### src/rtl/wbq_pkg.sv
package wbq_pkg;
   localparam int unsigned WBQ_MIN_DEPTH = 2;
   localparam int unsigned WBQ_MAX_DEPTH = 4;

   // circular advance of a slot index
   function automatic int unsigned wbq_next(input int unsigned idx, input int unsigned depth);
      return (idx == depth - 1) ? 0 : idx + 1;
   endfunction
endpackage

### src/rtl/wbq_ptr.sv
module wbq_ptr #(
   parameter int unsigned DEPTH = 4,
   localparam int unsigned IDX_W = (DEPTH > 1) ? $clog2(DEPTH) : 1,
   localparam int unsigned CNT_W = $clog2(DEPTH + 1)
) (
   input  logic             clk,
   input  logic             rst_n,
   input  logic             push,
   input  logic             pop,
   output logic [IDX_W-1:0] head_idx,
   output logic [IDX_W-1:0] tail_idx,
   output logic [CNT_W-1:0] occ_cnt,
   output logic             full
);
   import wbq_pkg::*;

   logic [IDX_W-1:0] head_q, tail_q;
   logic [CNT_W-1:0] cnt_q;

   always_ff @(posedge clk) begin
      if (!rst_n) begin
         head_q <= '0;
         tail_q <= '0;
         cnt_q  <= '0;
      end else begin
         if (push) tail_q <= IDX_W'(wbq_next(int'(tail_q), DEPTH));
         if (pop)  head_q <= IDX_W'(wbq_next(int'(head_q), DEPTH));
         case ({push, pop})
            2'b10:   cnt_q <= cnt_q + 1'b1;
            2'b01:   cnt_q <= cnt_q - 1'b1;
            default: cnt_q <= cnt_q;
         endcase
      end
   end

   assign head_idx = head_q;
   assign tail_idx = tail_q;
   assign occ_cnt  = cnt_q;
   assign full     = (cnt_q == CNT_W'(DEPTH));
endmodule

### src/rtl/wbq_slots.sv
module wbq_slots #(
   parameter int unsigned DEPTH  = 4,
   parameter int unsigned ADDR_W = 8,
   localparam int unsigned IDX_W = (DEPTH > 1) ? $clog2(DEPTH) : 1
) (
   input  logic                         clk,
   input  logic                         rst_n,
   input  logic                         push,
   input  logic [IDX_W-1:0]             tail_idx,
   input  logic [ADDR_W-1:0]            push_addr,
   input  logic                         pop,
   input  logic [IDX_W-1:0]             head_idx,
   output logic [DEPTH-1:0][ADDR_W-1:0] slot_addr,
   output logic [DEPTH-1:0]             slot_vld
);
   for (genvar s = 0; s < DEPTH; s++) begin : g_slot
      logic             vld_q;
      logic [ADDR_W-1:0] addr_q;
      logic             set_w, clr_w;

      assign set_w = push && (tail_idx == IDX_W'(s));
      assign clr_w = pop  && (head_idx == IDX_W'(s));

      always_ff @(posedge clk) begin
         if (!rst_n) begin
            vld_q  <= 1'b0;
            addr_q <= '0;
         end else if (set_w) begin
            // a freed slot may be refilled in the same cycle
            vld_q  <= 1'b1;
            addr_q <= push_addr;
         end else if (clr_w) begin
            vld_q  <= 1'b0;
         end
      end

      assign slot_vld[s]  = vld_q;
      assign slot_addr[s] = addr_q;
   end
endmodule

### src/rtl/wbq_match.sv
module wbq_match #(
   parameter int unsigned DEPTH  = 4,
   parameter int unsigned ADDR_W = 8
) (
   input  logic [DEPTH-1:0][ADDR_W-1:0] slot_addr,
   input  logic [DEPTH-1:0]             slot_vld,
   input  logic [DEPTH-1:0]             leaving,
   input  logic [ADDR_W-1:0]            probe_addr,
   output logic                         hit
);
   logic [DEPTH-1:0] hit_vec;

   // one comparator per slot, all in parallel
   for (genvar s = 0; s < DEPTH; s++) begin : g_cmp
      assign hit_vec[s] = slot_vld[s] && !leaving[s] && (slot_addr[s] == probe_addr);
   end

   assign hit = |hit_vec;
endmodule

### src/rtl/wb_tag_queue.sv
module wb_tag_queue #(
   parameter int unsigned DEPTH  = 4,
   parameter int unsigned ADDR_W = 8,
   parameter int unsigned DATA_W = 32
) (
   input  logic              clk,
   input  logic              rst_n,
   input  logic              wb_valid,
   input  logic [ADDR_W-1:0] wb_addr,
   output logic              wb_stall,
   output logic              bus_req,
   output logic [ADDR_W-1:0] bus_addr,
   output logic [DATA_W-1:0] bus_data,
   input  logic              bus_gnt,
   output logic              rd_en,
   output logic [ADDR_W-1:0] rd_addr,
   input  logic [DATA_W-1:0] rd_data
);
   import wbq_pkg::*;

   localparam int unsigned IDX_W = (DEPTH > 1) ? $clog2(DEPTH) : 1;
   localparam int unsigned CNT_W = $clog2(DEPTH + 1);

   if (DEPTH < WBQ_MIN_DEPTH || DEPTH > WBQ_MAX_DEPTH) begin : g_bad_depth
      $error("wb_tag_queue: DEPTH must lie in 2..4");
   end
   if (ADDR_W < 1 || DATA_W < 1) begin : g_bad_width
      $error("wb_tag_queue: ADDR_W and DATA_W must be positive");
   end

   logic [IDX_W-1:0]             head_idx, tail_idx;
   logic [CNT_W-1:0]             occ_cnt;
   logic                         full;
   logic [DEPTH-1:0][ADDR_W-1:0] slot_addr;
   logic [DEPTH-1:0]             slot_vld;
   logic [DEPTH-1:0]             leaving;
   logic                         hit, push, pop;

   assign bus_req  = slot_vld[head_idx];
   assign pop      = bus_req && bus_gnt;
   assign leaving  = pop ? (DEPTH'(1) << head_idx) : '0;
   assign push     = wb_valid && !hit && (!full || pop);
   assign wb_stall = wb_valid && !hit && full && !pop;

   assign bus_addr = slot_addr[head_idx];
   assign rd_en    = bus_req;
   assign rd_addr  = bus_addr;
   assign bus_data = rd_data;

   wbq_ptr #(.DEPTH(DEPTH)) u_ptr (
      .clk      (clk),
      .rst_n    (rst_n),
      .push     (push),
      .pop      (pop),
      .head_idx (head_idx),
      .tail_idx (tail_idx),
      .occ_cnt  (occ_cnt),
      .full     (full)
   );

   wbq_slots #(.DEPTH(DEPTH), .ADDR_W(ADDR_W)) u_slots (
      .clk       (clk),
      .rst_n     (rst_n),
      .push      (push),
      .tail_idx  (tail_idx),
      .push_addr (wb_addr),
      .pop       (pop),
      .head_idx  (head_idx),
      .slot_addr (slot_addr),
      .slot_vld  (slot_vld)
   );

   wbq_match #(.DEPTH(DEPTH), .ADDR_W(ADDR_W)) u_match (
      .slot_addr  (slot_addr),
      .slot_vld   (slot_vld),
      .leaving    (leaving),
      .probe_addr (wb_addr),
      .hit        (hit)
   );
endmodule

### config.mk
export PLATFORM = sky130hd
export DESIGN_NAME = wb_tag_queue
export DESIGN_NICKNAME = d
export VERILOG_FILES = /design/src/rtl/wbq_pkg.sv /design/src/rtl/wbq_ptr.sv /design/src/rtl/wbq_slots.sv /design/src/rtl/wbq_match.sv /design/src/rtl/wb_tag_queue.sv
export SDC_FILE = /design/constraint.sdc
export NUM_CORES = 1
export LEC_CHECK = 0
export BUFFER_PORTS_ARGS = -buffer_cell sky130_fd_sc_hd__buf_2
export CORE_MARGIN = 1.5
export CORE_UTILIZATION = 55
export CTS_CLUSTER_SIZE = 20
export DETAILED_ROUTE_END_ITERATION = 7
export GPL_TIMING_DRIVEN = 0
export PLACE_DENSITY = 0.86
export SETUP_SLACK_MARGIN = 0.2
export SLEW_MARGIN = 20
export SYNTH_ARGS = -nofsm -noshare
export SYNTH_HDL_FRONTEND = slang
export SYNTH_SLANG_ARGS = --single-unit
### constraint.sdc
create_clock -name clk -period 7.2 [get_ports clk]
set_input_delay 1.44 -clock clk [delete_from_list [all_inputs] [get_ports clk]]
set_output_delay 1.44 -clock clk [all_outputs]
set_load 0.1 [all_outputs]
==> flow_summary.json, run 1 <==
{
  "status": "finished, final reports clean",
  "hold_violations": 0,
  "clk_pin_slew_ns": 0.08,
  "slew_headroom_pct": 53.0,
  "grt.overflow.total": 0,
  "antenna_found_initial": 0,
  "grt_pass1_wl_mm": 8.95,
  "io_pins": 95,
  "arrival_ns": 3.28,
  "ir_worst_vdd_mv": 0.166,
  "end_kind": "output pin",
  "n_antenna_cell": 0,
  "tightest_slew_ns": 0.704,
  "crit_chain": "buf_2 -> nand2_1 -> a211oi_1 -> nor4b_1 -> nor4_4 -> inv_1 -> nor2_1 -> buf_2",
  "drive_gt1_share_pct": 36.9,
  "synth_nets": 342,
  "slowest_stage": "nor4_4",
  "cts_tree": "yes",
  "clock_sinks": 43,
  "yosysTopAreaCell": "dfxtp_1",
  "setup_viol": 0,
  "pwr_density_cell_mw_per_mm2": 228,
  "grt_max_degree": 14,
  "seq_power_share_pct": 35.3,
  "avgSynthCellArea_um2": 9.88,
  "fin_util_pct": 66.0,
  "netSwitchingFraction_pct": 41.0,
  "postCtsHoldBufs": 0,
  "portBuffers": 53,
  "fin_worst_skew_ns": 0.00377,
  "worst-path-buf-inv": 3,
  "seq_area_frac_synth_pct": 30.1,
  "cap_violations": 0,
  "dp.cells": 412,
  "dp.final_hpwl_mm": 4.34,
  "hp-start": "u_ptr.occ_cnt[2]",
  "netlist_area_mm2": 0.00286,
  "drc": 0,
  "cp_max_fo": 9,
  "synth.distinct_cells": 33,
  "post-route-min-period_ns": 4.72,
  "grt_pass1_vias": 1948,
  "power.total_uw": 757,
  "drt_iter0_markers": 73,
  "synth-async-reset-ratio_pct": 0,
  "synth_area_leaders": "dfxtp_1 (30%), mux2i_1 (13%), buf_4 (11%)",
  "synth_top_area_share_pct": 30.1,
  "num_rows": 26,
  "cts-root-buf": "clkbuf_8",
  "cts_resized": 0,
  "synth-edff-count": 0,
  "die_height_um": 75.1,
  "switchingPower_uw": 310,
  "syn_inst": 289,
  "crit_top_cell": "buf_2",
  "core_mm2": 0.00504,
  "syn2layout_area_growth_pct": 16.5,
  "wl_mm": 5.93,
  "post-route-period-util_pct": 65.5,
  "cts_buffer_depth": 2,
  "post_cts_buffers": 0,
  "finalSetupTns_ns": 0,
  "drtPass1Iterations": 4,
  "nNetsFinal": 402,
  "r2r_start": "u_ptr.head_idx[0]",
  "ys.flop_type": "dfxtp_1",
  "cts_inserted_buffers": 5,
  "crit_start": "bus_gnt",
  "cp_top_family": "simple AND/OR/NAND/NOR gates",
  "vias_per_cell": 5.02,
  "gp_congestion": 0.797,
  "start_util_pct": 56.6,
  "p_int_uw": 446,
  "clkPwrFrac_pct": 25.9,
  "maxSlewViolCount": 0,
  "critPathRequiredTime_ns": 5.76,
  "ys_warn_count": 0,
  "cpPeakStageDelay_ns": 0.52,
  "combPwrFrac_pct": 38.9,
  "vias": 2110,
  "hp-class": "reg2reg",
  "clk_latency_ns": 0.29,
  "rsz0062_at_grt": "false",
  "ant_nets": 0,
  "grt_use_total_pct": 21.6,
  "dieArea_mm2": 0.00563,
  "stdcell_count": 420,
  "p_leak_nw": 1.55,
  "ys_ff_latch": 43,
  "die_x_um": 75.1,
  "setup.worst_path.start_class": "primary input",
  "wl_per_cell_um": 14.1,
  "h-tree-depth": 2,
  "max_freq_mhz": 212,
  "path_class": "in2out"
}
==> cell usage in the layout, fill, tap and decap left out, drive strengths merged, types with 4 or more instances in the layout <==
| master | n |
|---|---|
| nor2 | 4 |
| nand2 | 6 |
| nand3 | 6 |
| ha | 8 |
| a21boi | 5 |
| xnor2 | 33 |
| buf | 110 |
| clkbuf | 10 |
| nand4 | 8 |
| mux4 | 9 |
| inv | 7 |
| dfxtp | 43 |
| mux2i | 38 |
| nor2b | 36 |
| nor3 | 4 |
==> metrics by stage <==
| stage | instance area [um2] | worst slack [ns] | hold slack [ns] |
|---|---|---|---|
| final | 3330 | 2.48 | 0.500 |
| after global routing | 3330 | 2.41 | 0.533 |
| after CTS | 3330 | 2.55 | 0.502 |
| after detailed placement | 3210 | 2.55 | 0.497 |
| after global placement | 3210 | 2.56 | 0.457 |
| after floorplan | 2860 | 2.09 | 0.446 |
==> path summary, 6_finish.rpt <==
check / end / slack (ns) / depth (start not counted)
setup / recovery: wb_stall / 2.48 / 8
hold / removal: u_ptr.occ_cnt[2] / 0.50 / 2
setup reg to reg: u_ptr.occ_cnt[2] / 3.92 / 13
hold reg to reg: u_ptr.occ_cnt[2] / 0.50 / 2
==> cell families (layout without fill, tap and decap cells) <==
logic type      Yosys count  in the layout  synth area share (%)
compound gates           13             13                  3.29
simple gates             75             75                  16.3
mux                      48             48                  20.9
buf+inv                  68            129                  15.0
flops                    43             43                  30.1
fa+ha+maj                 9              9                  4.21
xor+xnor                 33             33                  10.1
==> state kept, by name (all words and copies together), names as in the netlist <==
signal                 count
u_slots.g_slot.addr_q     32
u_ptr.head_idx             2
u_ptr.tail_idx             2
u_slots.g_slot.vld_q       4
u_ptr.occ_cnt              3
==> cell usage after synthesis, types with 4 or more instances <==
cell      number
nand3_1        6
dfxtp_1       43
ha_1           8
buf_2         13
nand4_1        8
nor2b_1       36
a21boi_0       5
clkbuf_1       4
inv_1          7
xnor2_1       33
buf_4         42
nand2_1        6
nor2_1         4
mux2i_1       38
mux4_2         9
==> layer usage <==
layer  global-route usage, %  share of wire (%)  up-vias
li1                        -                  -     1044
met3                    4.82                7.1       13
met1                    26.1                 43      957
met2                    38.1                 48       96
met5                       0                  0        -
met4                    7.07                2.2        0
==> power groups by stage <==
stage / combinational [mW] / sequential, mW / clock (mW)
2_1_floorplan: 0.259 / 0.269 / 0
3_3_place_gp: 0.291 / 0.271 / 0
3_5_place_dp: 0.294 / 0.273 / 0
4_1_cts: 0.295 / 0.267 / 0.196
5_1_grt: 0.310 / 0.269 / 0.207
6_report: 0.294 / 0.267 / 0.196
==> worst min-delay path, stage by stage (launching register included) <==
cell	delay, ns
dfxtp_1	0.33
nand2_1	0.06
mux2i_1	0.06
==> area by class of cell <==
type | instances | area [um2]
Fill cell | 403 | 1720
Inverter | 7 | 26.3
Clock inverter | 2 | 35.0
Tap cell | 70 | 87.6
Buffer | 61 | 403
Clock buffer | 6 | 82.6
Multi-Input combinational cell | 178 | 1570
Timing Repair Buffer | 53 | 265
Sequential cell | 43 | 861
Note: power is estimated with default switching activity, not from simulation.
==> run 2: changes to the inputs <==
CORE_UTILIZATION = 46   (was 55)
PLACE_DENSITY = 0.77   (was 0.86)
clock period = 4.23 ns   (was 7.2 ns; I/O delays follow)
==> run 2 against run 1 <==
Register-to-register slack got worse by 2.9 ns. Worst hold slack got worse by 0.017 ns. Worst setup slack got worse by 2.0 ns. Critical path type is now reg2out. Largest cell class unchanged.
==> flow_summary.json, run 2 (same netlist as run 1, synthesis figures left out) <==
{
  "cts-root-buf": "clkbuf_8",
  "die_height_um": 81.8,
  "n_antenna_cell": 0,
  "antenna_found_initial": 0,
  "hold_violations": 0,
  "worst_slack_ns": 0.532,
  "clk_pin_slew_ns": 0.08,
  "place_area_mm2": 0.00322,
  "pwr_density_cell_mw_per_mm2": 370,
  "top_register": "u_slots.g_slot.addr_q",
  "drtPass1Iterations": 4,
  "gp_congestion": 0.818,
  "finalSetupTns_ns": 0,
  "drc": 0,
  "post-route-period-util_pct": 87.4,
  "clk_latency_ns": 0.30,
  "setup.worst_path.start_class": "flop",
  "grt_pass1_vias": 1869,
  "worst-path-buf-inv": 5,
  "arrival_ns": 2.85,
  "io_pins": 95,
  "slew_headroom_pct": 62.8,
  "path_class": "reg2out",
  "power.total_mw": 1.23,
  "hp-class": "reg2reg",
  "start_util_pct": 47.9,
  "die_x_um": 81.8,
  "fin_worst_skew_ns": 0.00425,
  "dp.cells": 417,
  "h-tree-depth": 2,
  "cts_tree": "yes",
  "portBuffers": 53,
  "grt_use_total_pct": 18.7,
  "vias": 2138,
  "dp.final_hpwl_mm": 4.42,
  "crit_top_cell": "inv_1",
  "final_cell_mix": "buf_2 (65), buf_4 (43), dfxtp_1 (43)",
  "status": "finished, final reports clean",
  "grt_pass1_wl_mm": 9.34,
  "fin_util_pct": 55.7,
  "ir_worst_vdd_mv": 0.230,
  "cpPeakStageDelay_ns": 0.38,
  "critPathRequiredTime_ns": 3.38,
  "core_mm2": 0.00596,
  "maxSlewViolCount": 0,
  "rsz0062_at_grt": "false",
  "wl_mm": 5.97,
  "max_freq_mhz": 270,
  "cts_buffer_depth": 2,
  "post-route-min-period_ns": 3.70,
  "grt_max_degree": 13,
  "drt_iter0_markers": 56,
  "dieArea_mm2": 0.00669,
  "end_kind": "output pin",
  "num_rows": 28,
  "syn2layout_area_growth_pct": 16.1,
  "clock_sinks": 43,
  "tightest_slew_ns": 0.551,
  "cts_inserted_buffers": 5,
  "setup_viol": 0,
  "largest_reg_flops": 32,
  "nNetsFinal": 403,
  "stdcell_area_mm2": 0.00332,
  "cp_top_family": "buffers and inverters",
  "stdcell_count": 425,
  "final_common_cell": "buf_2",
  "dp_slack_ns": 0.565,
  "crit_chain": "buf_2 -> clkbuf_2 -> inv_1 -> ha_1 -> a21boi_0 -> a211oi_1 -> nor3_1 -> nor4_4 -> inv_1 -> nor2_2 -> clkbuf_4",
  "drive_gt1_share_pct": 37.4,
  "p_leak_nw": 1.54,
  "grt.overflow.total": 0,
  "slowest_stage": "nor4_4",
  "vias_per_cell": 5.03,
  "ant_nets": 0,
  "cap_violations": 0,
  "cp_max_fo": 10,
  "wl_per_cell_um": 14.0,
  "whs_ns": 0.484
}
run 2: cell count changes in the layout (fill, tap and decap cells not counted), sizes merged:
cell	before	now
clkbuf	10	12
bufinv	1	0
buf	110	109
run 2: final timing paths:
kind                     start                to  slack (ns)  depth (start not counted)
min reg2reg   u_ptr.occ_cnt[2]  u_ptr.occ_cnt[2]        0.48                          2
max reg2reg  u_ptr.head_idx[0]  u_ptr.occ_cnt[2]        1.02                         14
min           u_ptr.occ_cnt[2]  u_ptr.occ_cnt[2]        0.48                          2
max          u_ptr.head_idx[0]          wb_stall        0.53                         11
run 2: where the power goes:
part	switching, mW	internal [mW]	leakage, nW	total, mW
clock	0.142	0.128	0.0470	0.271
sequential	0.0252	0.430	0.350	0.455
combinational	0.362	0.140	1.14	0.502
total	0.530	0.698	1.54	1.23
run 2: tightest hold or removal path, cell delays in order (launching register included):
cell     delay [ns]
dfxtp_1        0.33
nand2_1        0.06
mux2i_1        0.06
run 2: layout make-up:
class	count	area (um2)
Clock buffer	6	82.6
Inverter	7	26.3
Multi-Input combinational cell	178	1570
Clock inverter	1	5.00
Sequential cell	43	861
Timing Repair Buffer	54	275
Tap cell	75	93.8
Buffer	61	404
Fill cell	530	2640
run 2: per-layer routing:
metal,vias to the layer above,wire length [um],global-route usage [%]
li1,1051,-,-
met1,998,2630,23.4
met2,84,2880,31.9
met3,5,393,3.44
met4,0,74,6.95
met5,-,0,0
run 2: repair_timing:
action                     CTS  global route
setup endpoints to repair    0             1
gates resized for setup      0             2
buffers inserted             0             1
hold buffers                 0             0
